==> src/rtl/fid_pkg.sv <==
package fid_pkg;

    typedef enum logic [1:0] {
        ST_IDLE,
        ST_CMD,
        ST_ID,
        ST_SKIP
    } fid_state_e;

    localparam int          CMD_BITS   = 8;
    localparam int          ID_LEN     = 4;
    localparam logic [7:0]  OP_READ_ID = 8'h9F;
    localparam logic [7:0]  MFR_CODE   = 8'h1F;
    localparam logic [7:0]  DEV_CODE_0 = 8'h28;
    localparam logic [7:0]  EXT_LEN    = 8'h00;

endpackage

==> src/rtl/fid_sync.sv <==
module fid_sync #(
    parameter int W      = 3,
    parameter int STAGES = 2
) (
    input  logic         clk,
    input  logic         rst_n,
    input  logic [W-1:0] din,
    output logic [W-1:0] lvl
);

    typedef struct packed {
        logic [STAGES-1:0][W-1:0] chain;
    } sync_t;

    sync_t q, d;

    always_comb begin
        d = q;
        d.chain[0] = din;
        for (int s = 1; s < STAGES; s++) begin
            d.chain[s] = q.chain[s-1];
        end
    end

    always_ff @(posedge clk or negedge rst_n) begin
        if (!rst_n) q <= '0;
        else        q <= d;
    end

    assign lvl = q.chain[STAGES-1];

endmodule

==> src/rtl/fid_ctrl.sv <==
module fid_ctrl
    import fid_pkg::*;
#(
    parameter int               OP_W    = CMD_BITS,
    parameter logic [OP_W-1:0]  READ_OP = OP_W'(OP_READ_ID)
) (
    input  logic            clk,
    input  logic            rst_n,
    input  logic            cs_hi,
    input  logic            op_done,
    input  logic [OP_W-1:0] op_val,
    output fid_state_e      state
);

    typedef struct packed {
        fid_state_e st;
        logic       cs_prev;
    } ctrl_t;

    ctrl_t q, d;

    always_comb begin
        d = q;
        d.cs_prev = cs_hi;
        if (cs_hi) begin
            d.st = ST_IDLE;
        end else begin
            case (q.st)
                ST_IDLE: if (q.cs_prev) d.st = ST_CMD;
                ST_CMD:  if (op_done) d.st = (op_val == READ_OP) ? ST_ID : ST_SKIP;
                default: ;
            endcase
        end
    end

    always_ff @(posedge clk or negedge rst_n) begin
        if (!rst_n) q <= '{st: ST_IDLE, cs_prev: 1'b0};
        else        q <= d;
    end

    assign state = q.st;


    start_on_cs_fall_chk: assert property (@(posedge clk) disable iff (!rst_n)
        (q.st == ST_CMD && $past(q.st) == ST_IDLE) |-> ($past(q.cs_prev) && !$past(cs_hi)));

endmodule

==> src/rtl/fid_cmd_rx.sv <==
module fid_cmd_rx #(
    parameter int CMD_W = 8
) (
    input  logic             clk,
    input  logic             rst_n,
    input  logic             enable,
    input  logic             sck_lvl,
    input  logic             sdi_lvl,
    output logic             done,
    output logic [CMD_W-1:0] op
);

    localparam int CNT_W = $clog2(CMD_W);

    typedef struct packed {
        logic             prev;
        logic [CMD_W-1:0] sr;
        logic [CNT_W-1:0] cnt;
        logic             done;
        logic [CMD_W-1:0] op;
    } rx_t;

    rx_t  q, d;
    logic sck_rise;

    assign sck_rise = sck_lvl & ~q.prev;

    always_comb begin
        d = q;
        d.prev = sck_lvl;
        d.done = 1'b0;
        if (!enable) begin
            d.cnt = '0;
        end else if (sck_rise) begin
            d.sr = {q.sr[CMD_W-2:0], sdi_lvl};
            if (q.cnt == CNT_W'(CMD_W - 1)) begin
                d.cnt  = '0;
                d.done = 1'b1;
                d.op   = d.sr;
            end else begin
                d.cnt = q.cnt + 1'b1;
            end
        end
    end

    always_ff @(posedge clk or negedge rst_n) begin
        if (!rst_n) q <= '0;
        else        q <= d;
    end

    assign done = q.done;
    assign op   = q.op;


    done_after_rise_chk: assert property (@(posedge clk) disable iff (!rst_n)
        q.done |-> ($past(sck_rise) && $past(enable)));

endmodule

==> src/rtl/fid_tx.sv <==
module fid_tx
    import fid_pkg::*;
#(
    parameter logic [7:0] TAIL_ID = 8'h00,
    parameter int         N_BYTES = ID_LEN
) (
    input  logic clk,
    input  logic rst_n,
    input  logic active,
    input  logic sck_lvl,
    output logic sdo,
    output logic sdo_oe
);

    localparam int IDX_W = $clog2(N_BYTES + 1);

    typedef struct packed {
        logic             prev;
        logic [IDX_W-1:0] idx;
        logic [2:0]       bitp;
        logic             sdo;
        logic             oe;
    } tx_t;

    tx_t  q, d;
    logic sck_fall;

    function automatic logic [7:0] id_byte(input logic [IDX_W-1:0] i);
        if (i == IDX_W'(0))      return MFR_CODE;
        else if (i == IDX_W'(1)) return DEV_CODE_0;
        else if (i == IDX_W'(2)) return TAIL_ID;
        else                     return EXT_LEN;
    endfunction

    assign sck_fall = ~sck_lvl & q.prev;

    always_comb begin
        logic [7:0] cur;
        d = q;
        d.prev = sck_lvl;
        cur = id_byte(q.idx);
        if (!active) begin
            d.idx  = '0;
            d.bitp = '0;
            d.sdo  = 1'b0;
            d.oe   = 1'b0;
        end else if (sck_fall) begin
            d.oe   = 1'b1;
            d.sdo  = cur[3'd7 - q.bitp];
            d.bitp = q.bitp + 1'b1;
            if (q.bitp == 3'd7) begin
                d.idx = (q.idx == IDX_W'(N_BYTES)) ? q.idx : q.idx + 1'b1;
            end
        end
    end

    always_ff @(posedge clk or negedge rst_n) begin
        if (!rst_n) q <= '0;
        else        q <= d;
    end

    assign sdo    = q.sdo;
    assign sdo_oe = q.oe;


    sdo_on_fall_chk: assert property (@(posedge clk) disable iff (!rst_n)
        !$stable(q.sdo) |-> ($past(sck_fall) || !$past(active)));


    tail_zero_chk: assert property (@(posedge clk) disable iff (!rst_n)
        (q.idx == IDX_W'(N_BYTES)) |-> (q.sdo == 1'b0));


    oe_first_fall_chk: assert property (@(posedge clk) disable iff (!rst_n)
        $rose(q.oe) |-> ($past(sck_fall) && q.idx == '0 && q.bitp == 3'd1));

endmodule

==> src/rtl/spi_id_responder.sv <==
module spi_id_responder
    import fid_pkg::*;
#(
    parameter logic [7:0] DEV_ID_TAIL = 8'h00,
    parameter int         SYNC_STAGES = 2
) (
    input  logic clk,
    input  logic rst_n,
    input  logic cs_n,
    input  logic sck,
    input  logic sdi,
    output logic sdo,
    output logic sdo_oe
);

    logic [2:0]          pins_s;
    logic                cs_hi;
    logic                sck_s;
    logic                sdi_s;
    logic                op_done;
    logic [CMD_BITS-1:0] op_val;
    fid_state_e          state;

    fid_sync #(
        .W      (3),
        .STAGES (SYNC_STAGES)
    ) u_sync (
        .clk   (clk),
        .rst_n (rst_n),
        .din   ({cs_n, sck, sdi}),
        .lvl   (pins_s)
    );

    assign cs_hi = pins_s[2];
    assign sck_s = pins_s[1];
    assign sdi_s = pins_s[0];

    fid_ctrl #(
        .OP_W    (CMD_BITS),
        .READ_OP (OP_READ_ID)
    ) u_ctrl (
        .clk     (clk),
        .rst_n   (rst_n),
        .cs_hi   (cs_hi),
        .op_done (op_done),
        .op_val  (op_val),
        .state   (state)
    );

    fid_cmd_rx #(
        .CMD_W (CMD_BITS)
    ) u_cmd_rx (
        .clk     (clk),
        .rst_n   (rst_n),
        .enable  (state == ST_CMD),
        .sck_lvl (sck_s),
        .sdi_lvl (sdi_s),
        .done    (op_done),
        .op      (op_val)
    );

    fid_tx #(
        .TAIL_ID (DEV_ID_TAIL),
        .N_BYTES (ID_LEN)
    ) u_tx (
        .clk     (clk),
        .rst_n   (rst_n),
        .active  (state == ST_ID),
        .sck_lvl (sck_s),
        .sdo     (sdo),
        .sdo_oe  (sdo_oe)
    );


    skip_silent_chk: assert property (@(posedge clk) disable iff (!rst_n)
        (state == ST_SKIP) |-> !sdo_oe);


    deselect_hiz_chk: assert property (@(posedge clk) disable iff (!rst_n)
        $past(cs_hi, 2) |-> !sdo_oe);

endmodule

==> config.mk <==
export PLATFORM = sky130hd
export DESIGN_NAME = spi_id_responder
export DESIGN_NICKNAME = d
export VERILOG_FILES = /design/src/rtl/fid_pkg.sv /design/src/rtl/fid_sync.sv /design/src/rtl/fid_ctrl.sv /design/src/rtl/fid_cmd_rx.sv /design/src/rtl/fid_tx.sv /design/src/rtl/spi_id_responder.sv
export SDC_FILE = /design/constraint.sdc
export NUM_CORES = 1
export LEC_CHECK = 0
export ABC_CLOCK_PERIOD_IN_PS = 1900
export BUFFER_PORTS_ARGS = -buffer_cell sky130_fd_sc_hd__buf_2
export CAP_MARGIN = 20
export CELL_PAD_IN_SITES_DETAIL_PLACEMENT = 0
export CELL_PAD_IN_SITES_GLOBAL_PLACEMENT = 1
export CORE_MARGIN = 2
export CORE_UTILIZATION = 49
export DETAILED_ROUTE_END_ITERATION = 10
export PLACE_DENSITY_LB_ADDON = 0.1
export SLEW_MARGIN = 20
export SYNTH_ARGS = -nofsm -noshare
export SYNTH_HDL_FRONTEND = slang
export SYNTH_HIERARCHICAL = 1
export SYNTH_SLANG_ARGS = --single-unit
==> constraint.sdc <==
create_clock -name clk -period 1.9 [get_ports clk]
set_clock_uncertainty 0.2 [all_clocks]
set_input_delay 0.095 -clock clk [delete_from_list [all_inputs] [get_ports clk]]
set_output_delay 0.095 -clock clk [all_outputs]
set_load 0.01 [all_outputs]
==> impl_metrics.py, run 1 <==
metrics = {
    "run_status": {
        "outcome": "completed",
    },
    "yosys": {
        "avgSynthCellArea_sq_um": 12.63,
        "ys_async_sr_fraction": 1.000,
        "synth_fp_nets": 144,
        "ys_warn_count": 6,
        "netlist_instances": 132,
        "yosys.cell_types.count": 31,
        "synth_edf_count": 0,
        "synth_area_sq_um": 1667,
        "synth-seq-area-share": 0.5706,
        "ys.flop_type": "dfrtp_1",
        "synth-seq-cells": 38,
    },
    "pwr": {
        "p_leak_nw": 0.8701,
        "ir_worst_vdd_mv": 0.5575,
        "pwr-share-seq": 0.529,
        "p_sw_frac": 0.2034,
        "p_switching_w": 0.0003523,
        "clock_power_share": 0.410,
        "internal_power_w": 0.001380,
        "comb_power_share": 0.060,
        "power_density_nw_per_um2": 952.2,
    },
    "finish": {
        "fin_cells": 185,
        "drive_gt1_frac": 0.2662,
        "final_common_cell": "dfrtp_1",
        "areaGrowthSynthToFinish_pct": 9.159,
        "nets": 150,
        "fill_cells": 295,
        "layout_common_cells": "dfrtp_1 (38), nand2_1 (13), mux2_2 (13), a21oi_1 (8), ha_1 (7)",
        "antenna_cells": 0,
    },
    "placement": {
        "portBuffers": 6,
        "dp.cells": 173,
        "dp_hpwl_mm": 1.641,
        "place.gp.congestion": 0.7358,
    },
    "floorplanning": {
        "die_x_um": 62.32,
        "die_h_um": 62.32,
        "ios": 7,
        "coreArea_sq_um": 3311,
        "initial_utilization": 0.5034,
        "rows": 21,
        "fp.dieArea_sq_um": 3884,
    },
    "detailed_routing": {
        "ant_nets": 0,
        "routed_wl_mm": 2.418,
        "dr_total_vias": 916,
        "drt_iter0_drc": 43,
        "drc": 0,
        "drt_pass1_iterations": 3,
        "avgRoutedWirePerCell_um": 13.07,
        "via_per_inst": 4.951,
    },
    "global_routing": {
        "grt_usage": 0.1491,
        "grt_max_degree": 39,
        "grt_pass1_vias": 932,
        "grt_overflow": 0,
        "grt_pass1_wl_mm": 4.388,
        "antenna_found_initial": 0,
    },
    "cts": {
        "cts.sinks": 38,
        "cts-buffers-inserted": 5,
        "clk_pin_slew_ps": 120,
        "cts_tree": "yes",
        "cts_root_buf": "clkbuf_4",
        "insertion_delay_ps": 340,
        "clockBufferDepth": 2,
        "htree_levels": 2,
    },
    "hold_path": {
        "hold_path_class": "primary input to async pin",
    },
    "setup_path": {
        "endpoint_kind": "flip-flop",
        "cp-startpoint": "u_ctrl/state[0]$_DFFE_PN0P_",
        "path_class": "flip-flop to flip-flop",
        "crit_path_start_kind": "flip-flop",
        "critPathRequiredTime_ps": 1930,
        "cp_max_fo": 7,
        "worstPathArrival_ps": 1720,
        "reg2reg_from": "u_ctrl/state[0]$_DFFE_PN0P_",
    },
    "timing": {
        "period_needed_ps": 1686,
        "rsz0062_at_grt": "no",
        "maxSlewHeadroom": 0.6825,
        "fin_setup_tns_ps": 0,
        "finalCritPeriodShare": 0.8874,
        "clock.fmax_ghz": 0.5931,
        "setup_viol": 0,
        "tightest_slew_ps": 476.3,
        "slew_violations": 0,
        "hold_violations": 0,
    },
    "job": {
        "drv_cap": 0,
    },
}
-- kinds of logic after synthesis --
family          share of synthesized area
fa+ha+maj                         0.05255
buf+inv                           0.06982
flops                              0.5706
mux                                0.1179
compound gates                    0.05856
simple gates                       0.1306
-- flip-flops by register name (all words and copies together) (netlist names) --
name	flops
u_cmd_rx/done	1
u_cmd_rx/op	8
u_cmd_rx/q	11
u_ctrl/q	1
u_ctrl/state	2
u_sync/d	3
u_sync/lvl	3
u_tx/q	7
u_tx/sdo	1
u_tx/sdo_oe	1
-- layout make-up --
class / count / area, sq um / area share
well taps: 46 / 57.56 / 0.03164
flip-flops and latches: 38 / 950.9 / 0.5227
inverters: 6 / 22.52 / 0.01238
repair buffers: 11 / 77.57 / 0.04264
clock buffers: 6 / 51.30 / 0.02820
clock inverters: 2 / 60.06 / 0.03301
multi-input cells: 76 / 599.3 / 0.3294
-- path summary, 6_finish.rpt --
check / slack, ps / cells past startpoint / to
worst max-delay path: 210 / 3 / u_cmd_rx/q[14]$_DFFE_PN0P_
worst min-delay path: 100 / 3 / u_tx/q[5]$_DFFE_PN0P_
worst max register to register: 210 / 3 / u_cmd_rx/q[14]$_DFFE_PN0P_
worst min register to register: 160 / 0 / u_sync/lvl[0]$_DFF_PN0_
max in group asynchronous: 1050 / 3 / u_sync/lvl[0]$_DFF_PN0_
min in group clk: 160 / 0 / u_sync/lvl[0]$_DFF_PN0_
-- cell usage after synthesis, types with 2 or more instances --
| cell type | count | share of area |
|---|---|---|
| dfrtp_1 | 38 | 0.57 |
| mux2_2 | 13 | 0.088 |
| nand2_1 | 13 | 0.029 |
| buf_4 | 11 | 0.050 |
| a21oi_1 | 8 | 0.024 |
| ha_1 | 7 | 0.053 |
| inv_1 | 6 | 0.014 |
| nor2_1 | 4 | 0.0090 |
| nand3_1 | 3 | 0.0090 |
| a21boi_0 | 2 | 0.0090 |
| mux2_4 | 2 | 0.018 |
| mux2i_1 | 2 | 0.012 |
| nand2b_1 | 2 | 0.0075 |
| nand4b_1 | 2 | 0.011 |
| nor2b_1 | 2 | 0.0075 |
| o21ai_0 | 2 | 0.0060 |
-- power by group through the flow --
stage | combinational, W | clock, W | sequential, W
CTS | 0.000107 | 0.000733 | 0.000920
floorplan | 0.0000766 | 0 | 0.000919
detailed placement | 0.000101 | 0 | 0.000936
finish | 0.000104 | 0.000711 | 0.000917
global placement | 0.0000976 | 0 | 0.000935
global route | 0.000120 | 0.000765 | 0.000929
-- per-layer routing --
layer | share of wire | GRT usage
met3 | 0.036 | 0.06159
met1 | 0.51 | 0.2019
met2 | 0.43 | 0.2106
met5 | 0 | 0
met4 | 0.020 | 0.06667
-- repair_timing --
| item | in CTS | in global routing |
|---|---|---|
| hold buffers | 4 | 0 |
| gates resized for setup | 0 | 0 |
| hold endpoints to repair | 41 | 0 |
| setup buffers | 0 | 0 |
-- worst max-delay path, stage by stage, from the launching register on --
cell and delay [ps]:
dfrtp_1 430, nor2b_1 400, nand2_2 230, mux2_2 320
-- through the flow --
| step | worst slack, ps | cell area (sq um) | utilization | power (W) | hold WS [ps] |
|---|---|---|---|---|---|
| after CTS | 185.4 | 1819 | 0.5495 | 0.001760 | 113.7 |
| after global routing | 53.92 | 1819 | 0.5495 | 0.001814 | 140.2 |
| after global placement | 229.3 | 1668 | 0.5038 | 0.001033 | -34.92 |
| after floorplan | 271.9 | 1667 | - | 0.0009960 | -400.6 |
| after detailed placement | 210.7 | 1668 | 0.5038 | 0.001037 | -27.89 |
| final | 214.0 | 1819 | 0.5495 | 0.001732 | 103.2 |
Power figures use the tool's default switching activity.
==> run 2, diff against run 1 <==
--- a/config.mk
+++ b/config.mk
@@ -12,8 +12,10 @@
 export CELL_PAD_IN_SITES_GLOBAL_PLACEMENT = 1
 export CORE_MARGIN = 2
 export CORE_UTILIZATION = 49
+export CTS_CLUSTER_SIZE = 25
 export DETAILED_ROUTE_END_ITERATION = 10
 export PLACE_DENSITY_LB_ADDON = 0.1
+export REMOVE_ABC_BUFFERS = 1
 export SLEW_MARGIN = 20
 export SYNTH_ARGS = -nofsm -noshare
 export SYNTH_HDL_FRONTEND = slang
==> impl_metrics.py, run 2 (synthesis gave the netlist of run 1 again) <==
metrics = {
    "cts": {
        "cts.sinks": 38,
        "cts-buffers-inserted": 5,
        "htree_levels": 2,
        "cts_resized": 0,
        "clockBufferDepth": 2,
        "cts_tree": "yes",
        "insertion_delay_ps": 340,
        "cts_root_buf": "clkbuf_4",
        "clk_pin_slew_ps": 110,
    },
    "detailed_routing": {
        "drt_pass1_iterations": 5,
        "dr_total_vias": 901,
        "drt_iter0_drc": 60,
        "ant_nets": 0,
        "routed_wl_mm": 2.420,
        "avgRoutedWirePerCell_um": 13.08,
        "drc": 0,
        "via_per_inst": 4.870,
    },
    "setup_path": {
        "reg2reg_from": "u_ctrl/state[0]$_DFFE_PN0P_",
        "cp_max_fo": 9,
        "cp_cell_sequence": "nor2b_1 > nand3_4 > mux2_4",
        "cp-startpoint": "u_ctrl/state[0]$_DFFE_PN0P_",
        "path_buf_inv": 0,
        "crit_path_start_kind": "flip-flop",
        "cpPeakStageDelay_ps": 420,
        "path_class": "flip-flop to flip-flop",
        "endpoint_kind": "flip-flop",
        "critPathRequiredTime_ps": 1920,
        "crit_slowest_cell": "nor2b_1",
        "worstPathArrival_ps": 1730,
        "cpLargestDelayFamily": "simple AND/OR/NAND/NOR gates",
    },
    "floorplanning": {
        "rows": 21,
        "initial_utilization": 0.5034,
        "fp.dieArea_sq_um": 3884,
        "die_x_um": 62.32,
        "die_h_um": 62.32,
        "coreArea_sq_um": 3311,
        "ios": 7,
    },
    "hold_path": {
        "hold_path_class": "primary input to async pin",
    },
    "timing": {
        "period_needed_ps": 1709,
        "rsz0062_at_grt": "no",
        "clock.fmax_ghz": 0.5852,
        "hold_violations": 0,
        "maxSlewHeadroom": 0.6936,
        "holdWs_ps": 116.0,
        "tightest_slew_ps": 459.6,
        "finalCritPeriodShare": 0.8995,
        "setup_viol": 0,
        "slew_violations": 0,
        "fin_setup_tns_ps": 0,
    },
    "job": {
        "drv_cap": 0,
    },
    "run_status": {
        "outcome": "completed",
    },
    "pwr": {
        "p_switching_w": 0.0003435,
        "comb_power_share": 0.060,
        "p_leak_nw": 0.8701,
        "pwr-share-seq": 0.532,
        "clock_power_share": 0.408,
        "total_power_w": 0.001723,
        "p_sw_frac": 0.1993,
        "internal_power_w": 0.001380,
        "ir_worst_vdd_mv": 0.5594,
        "power_density_nw_per_um2": 947.4,
    },
    "finish": {
        "regArea_sq_um": 950.9,
        "nets": 150,
        "drive_gt1_frac": 0.2662,
        "antenna_cells": 0,
        "layout_common_cells": "dfrtp_1 (38), nand2_1 (13), mux2_2 (13), a21oi_1 (8), ha_1 (7)",
        "multi_input_area_sq_um": 599.3,
        "largest_register_ff_count": 11,
        "fill_cells": 298,
        "largest_register": "u_cmd_rx/q",
        "fin_util": 0.5495,
        "final_common_cell": "dfrtp_1",
        "areaGrowthSynthToFinish_pct": 9.159,
    },
    "global_routing": {
        "grtUsageMet1": 0.2063,
        "grt_pass1_vias": 985,
        "grt_overflow": 0,
        "grt_usage": 0.1530,
        "grt_max_degree": 39,
        "grt_pass1_wl_mm": 4.485,
        "grtUsageMet3": 0.05978,
        "busiest_layer": "met2",
        "grt_use_met2": 0.2160,
        "antenna_found_initial": 0,
    },
    "placement": {
        "portBuffers": 6,
        "dp_hpwl_mm": 1.630,
        "place.gp.congestion": 0.6821,
    },
}
==> run 2: cell counts in the layout (fill, tap and decap cells not counted) <==
Identical to the previous run, type by type.
==> run 2: final timing paths <==
kind / cells after the start / slack, ps / to
max in group asynchronous: 3 / 1050 / u_cmd_rx/op[7]$_DFFE_PN0P_
min in group clk: 0 / 160 / u_sync/lvl[1]$_DFF_PN0_
hold reg to reg: 0 / 160 / u_sync/lvl[1]$_DFF_PN0_
setup reg to reg: 3 / 190 / u_cmd_rx/op[5]$_DFFE_PN0P_
hold / removal: 3 / 120 / u_tx/q[5]$_DFFE_PN0P_
setup / recovery: 3 / 190 / u_cmd_rx/op[5]$_DFFE_PN0P_
==> run 2: cell type report <==
class / instances / area share
Multi-Input combinational cell: 76 / 0.3294
Tap cell: 46 / 0.03164
Clock inverter: 2 / 0.03301
Timing Repair Buffer: 11 / 0.04264
Inverter: 6 / 0.01238
Sequential cell: 38 / 0.5227
Clock buffer: 6 / 0.02820
==> run 2: routing by layer <==
layer  routed length (um)  vias to the layer above  part of all wire
met2                 1046                        8              0.43
li1                     -                      450                 -
met3                   63                        2             0.026
met5                    0                        -                 0
met4                   34                        0             0.014
met1                 1276                      441              0.53
==> run 2: power groups by stage <==
| stage | Sequential (W) | Combinational (W) | Clock (W) |
|---|---|---|---|
| floorplan | 0.000920 | 0.0000706 | 0 |
| global placement | 0.000934 | 0.0000978 | 0 |
| detailed placement | 0.000935 | 0.000101 | 0 |
| CTS | 0.000919 | 0.000107 | 0.000732 |
| global route | 0.000931 | 0.000119 | 0.000767 |
| finish | 0.000917 | 0.000104 | 0.000703 |
==> run 2: timing repair <==
item / CTS / global route
hold endpoints to repair: 41 / 0
hold buffers: 4 / 0
setup buffers: 0 / 0
==> run 2: through the flow <==
stage                     cell area, sq um  setup slack, ps  std cells
final                                 1819            191.0        185
after CTS                             1819            194.9        185
after floorplan                       1573            344.8        120
after global placement                1668            249.8        173
after detailed placement              1668            216.4        173
after global routing                  1819            69.05        185
==> run 2: worst min-delay path: cells and delay by family <==
kind                   cells  cell delay, ps
buffers and inverters      3            1000
==> run 3, diff against run 2 <==
--- a/config.mk
+++ b/config.mk
@@ -14,6 +14,7 @@
 export CORE_UTILIZATION = 49
 export CTS_CLUSTER_SIZE = 25
 export DETAILED_ROUTE_END_ITERATION = 10
+export GPL_TIMING_DRIVEN = 0
 export PLACE_DENSITY_LB_ADDON = 0.1
 export REMOVE_ABC_BUFFERS = 1
 export SLEW_MARGIN = 20
==> impl_metrics.py, run 3 (synthesis gave the netlist of run 1 again) <==
metrics = {
    "detailed_routing": {
        "ant_nets": 0,
        "via_per_inst": 4.869,
        "routed_wl_mm": 2.341,
        "dr_total_vias": 891,
        "avgRoutedWirePerCell_um": 12.79,
        "drt_iter0_drc": 22,
        "drc": 0,
        "drt_pass1_iterations": 3,
    },
    "timing": {
        "maxSlewHeadroom": 0.4506,
        "hold_violations": 0,
        "finalCritPeriodShare": 0.8634,
        "period_needed_ps": 1640,
        "setup_viol": 0,
        "clock.fmax_ghz": 0.6096,
        "tightest_slew_ps": 824.0,
        "fin_setup_tns_ps": 0,
        "rsz0062_at_grt": "no",
        "holdWs_ps": 160.7,
        "slew_violations": 0,
    },
    "global_routing": {
        "grt_overflow": 0,
        "grt_usage": 0.1450,
        "grt_pass1_wl_mm": 4.388,
        "antenna_found_initial": 0,
        "grt_max_degree": 39,
        "grt_pass1_vias": 915,
    },
    "cts": {
        "cts_tree": "yes",
        "htree_levels": 2,
        "cts-buffers-inserted": 5,
        "cts_root_buf": "clkbuf_4",
        "insertion_delay_ps": 340,
        "post_cts_buffers": 0,
        "clk_pin_slew_ps": 100,
        "cts.sinks": 38,
        "clockBufferDepth": 2,
    },
    "finish": {
        "areaGrowthSynthToFinish_pct": 7.057,
        "layout_common_cells": "dfrtp_1 (38), nand2_1 (13), mux2_2 (13), a21oi_1 (8), ha_1 (7)",
        "fill_cells": 304,
        "drive_gt1_frac": 0.2628,
        "antenna_cells": 0,
        "final_common_cell": "dfrtp_1",
        "largest_register_ff_count": 11,
        "design_area_sq_um": 1784,
        "nets": 149,
        "largest_register": "u_cmd_rx/q",
    },
    "hold_path": {
        "hold_path_class": "flip-flop to flip-flop",
        "hp-start": "u_sync/d[3]$_DFF_PN0_",
    },
    "placement": {
        "dp_hpwl_mm": 1.569,
        "place.gp.congestion": 0.6974,
        "portBuffers": 6,
        "place_area_sq_um": 1660,
    },
    "setup_path": {
        "reg2reg_from": "u_cmd_rx/q[9]$_DFFE_PN0P_",
        "crit_path_start_kind": "flip-flop",
        "cp_max_fo": 9,
        "worstPathArrival_ps": 1670,
        "cp-startpoint": "u_cmd_rx/q[9]$_DFFE_PN0P_",
        "path_class": "flip-flop to flip-flop",
        "endpoint_kind": "flip-flop",
        "critPathRequiredTime_ps": 1930,
    },
    "floorplanning": {
        "die_h_um": 62.32,
        "coreArea_sq_um": 3311,
        "rows": 21,
        "die_x_um": 62.32,
        "ios": 7,
        "initial_utilization": 0.5034,
        "fp.dieArea_sq_um": 3884,
    },
    "job": {
        "drv_cap": 0,
    },
    "pwr": {
        "power_density_nw_per_um2": 886.8,
        "p_leak_nw": 0.8519,
        "total_power_w": 0.001582,
        "ir_worst_vdd_mv": 0.4860,
    },
    "run_status": {
        "outcome": "completed",
    },
}
## run 3: metal layers
| layer | vias to the layer above | track usage | share of wire |
|---|---|---|---|
| li1 | 443 | - | - |
| met1 | 432 | 0.1988 | 0.51 |
| met2 | 11 | 0.2092 | 0.43 |
| met3 | 5 | 0.04891 | 0.038 |
| met4 | 0 | 0.06667 | 0.022 |
| met5 | - | 0 | 0 |
## run 3: final cells by class
| type | count | area (sq um) | area share |
|---|---|---|---|
| Clock buffer | 6 | 51.30 | 0.02875 |
| Clock inverter | 1 | 30.03 | 0.01683 |
| Inverter | 6 | 22.52 | 0.01262 |
| Multi-Input combinational cell | 76 | 601.8 | 0.3373 |
| Sequential cell | 38 | 950.9 | 0.5330 |
| Tap cell | 46 | 57.56 | 0.03226 |
| Timing Repair Buffer | 10 | 70.07 | 0.03927 |
## run 3: timing repair
action / 4_1_cts / 5_1_grt
endpoints found under the setup margin: 0 / 2
hold endpoints to repair: 41 / 0
hold buffers: 4 / 0
gates resized for setup: 0 / 1
## run 3: stage by stage
stage / util / setup slack (ps) / std cells
after floorplan: - / 344.8 / 120
after global placement: 0.5015 / 185.1 / 172
after detailed placement: 0.5015 / 169.4 / 172
after CTS: 0.5382 / 123.8 / 183
after global routing: 0.5389 / 183.2 / 183
final: 0.5389 / 259.6 / 183
## run 3: power breakdown
part	total [W]	internal [W]	switching, W
clock	0.000562	0.000306	0.000255
combinational	0.000103	0.0000600	0.0000428
sequential	0.000918	0.000873	0.0000447
total	0.00158	0.00124	0.000343
## run 3: final timing paths
path	to	slack, ps	depth (start not counted)
max	u_cmd_rx/op[1]$_DFFE_PN0P_	260	4
min	u_sync/lvl[0]$_DFF_PN0_	160	0
max reg2reg	u_cmd_rx/op[1]$_DFFE_PN0P_	260	4
min reg2reg	u_sync/lvl[0]$_DFF_PN0_	160	0
max in group asynchronous	u_sync/d[3]$_DFF_PN0_	810	2
min in group asynchronous	u_tx/q[5]$_DFFE_PN0P_	180	2
## run 3: critical path, cell delays in order (launching register included)
cell and delay, ps:
dfrtp_1 410, ha_1 200, ha_1 220, nand3_4 150, mux2_2 350
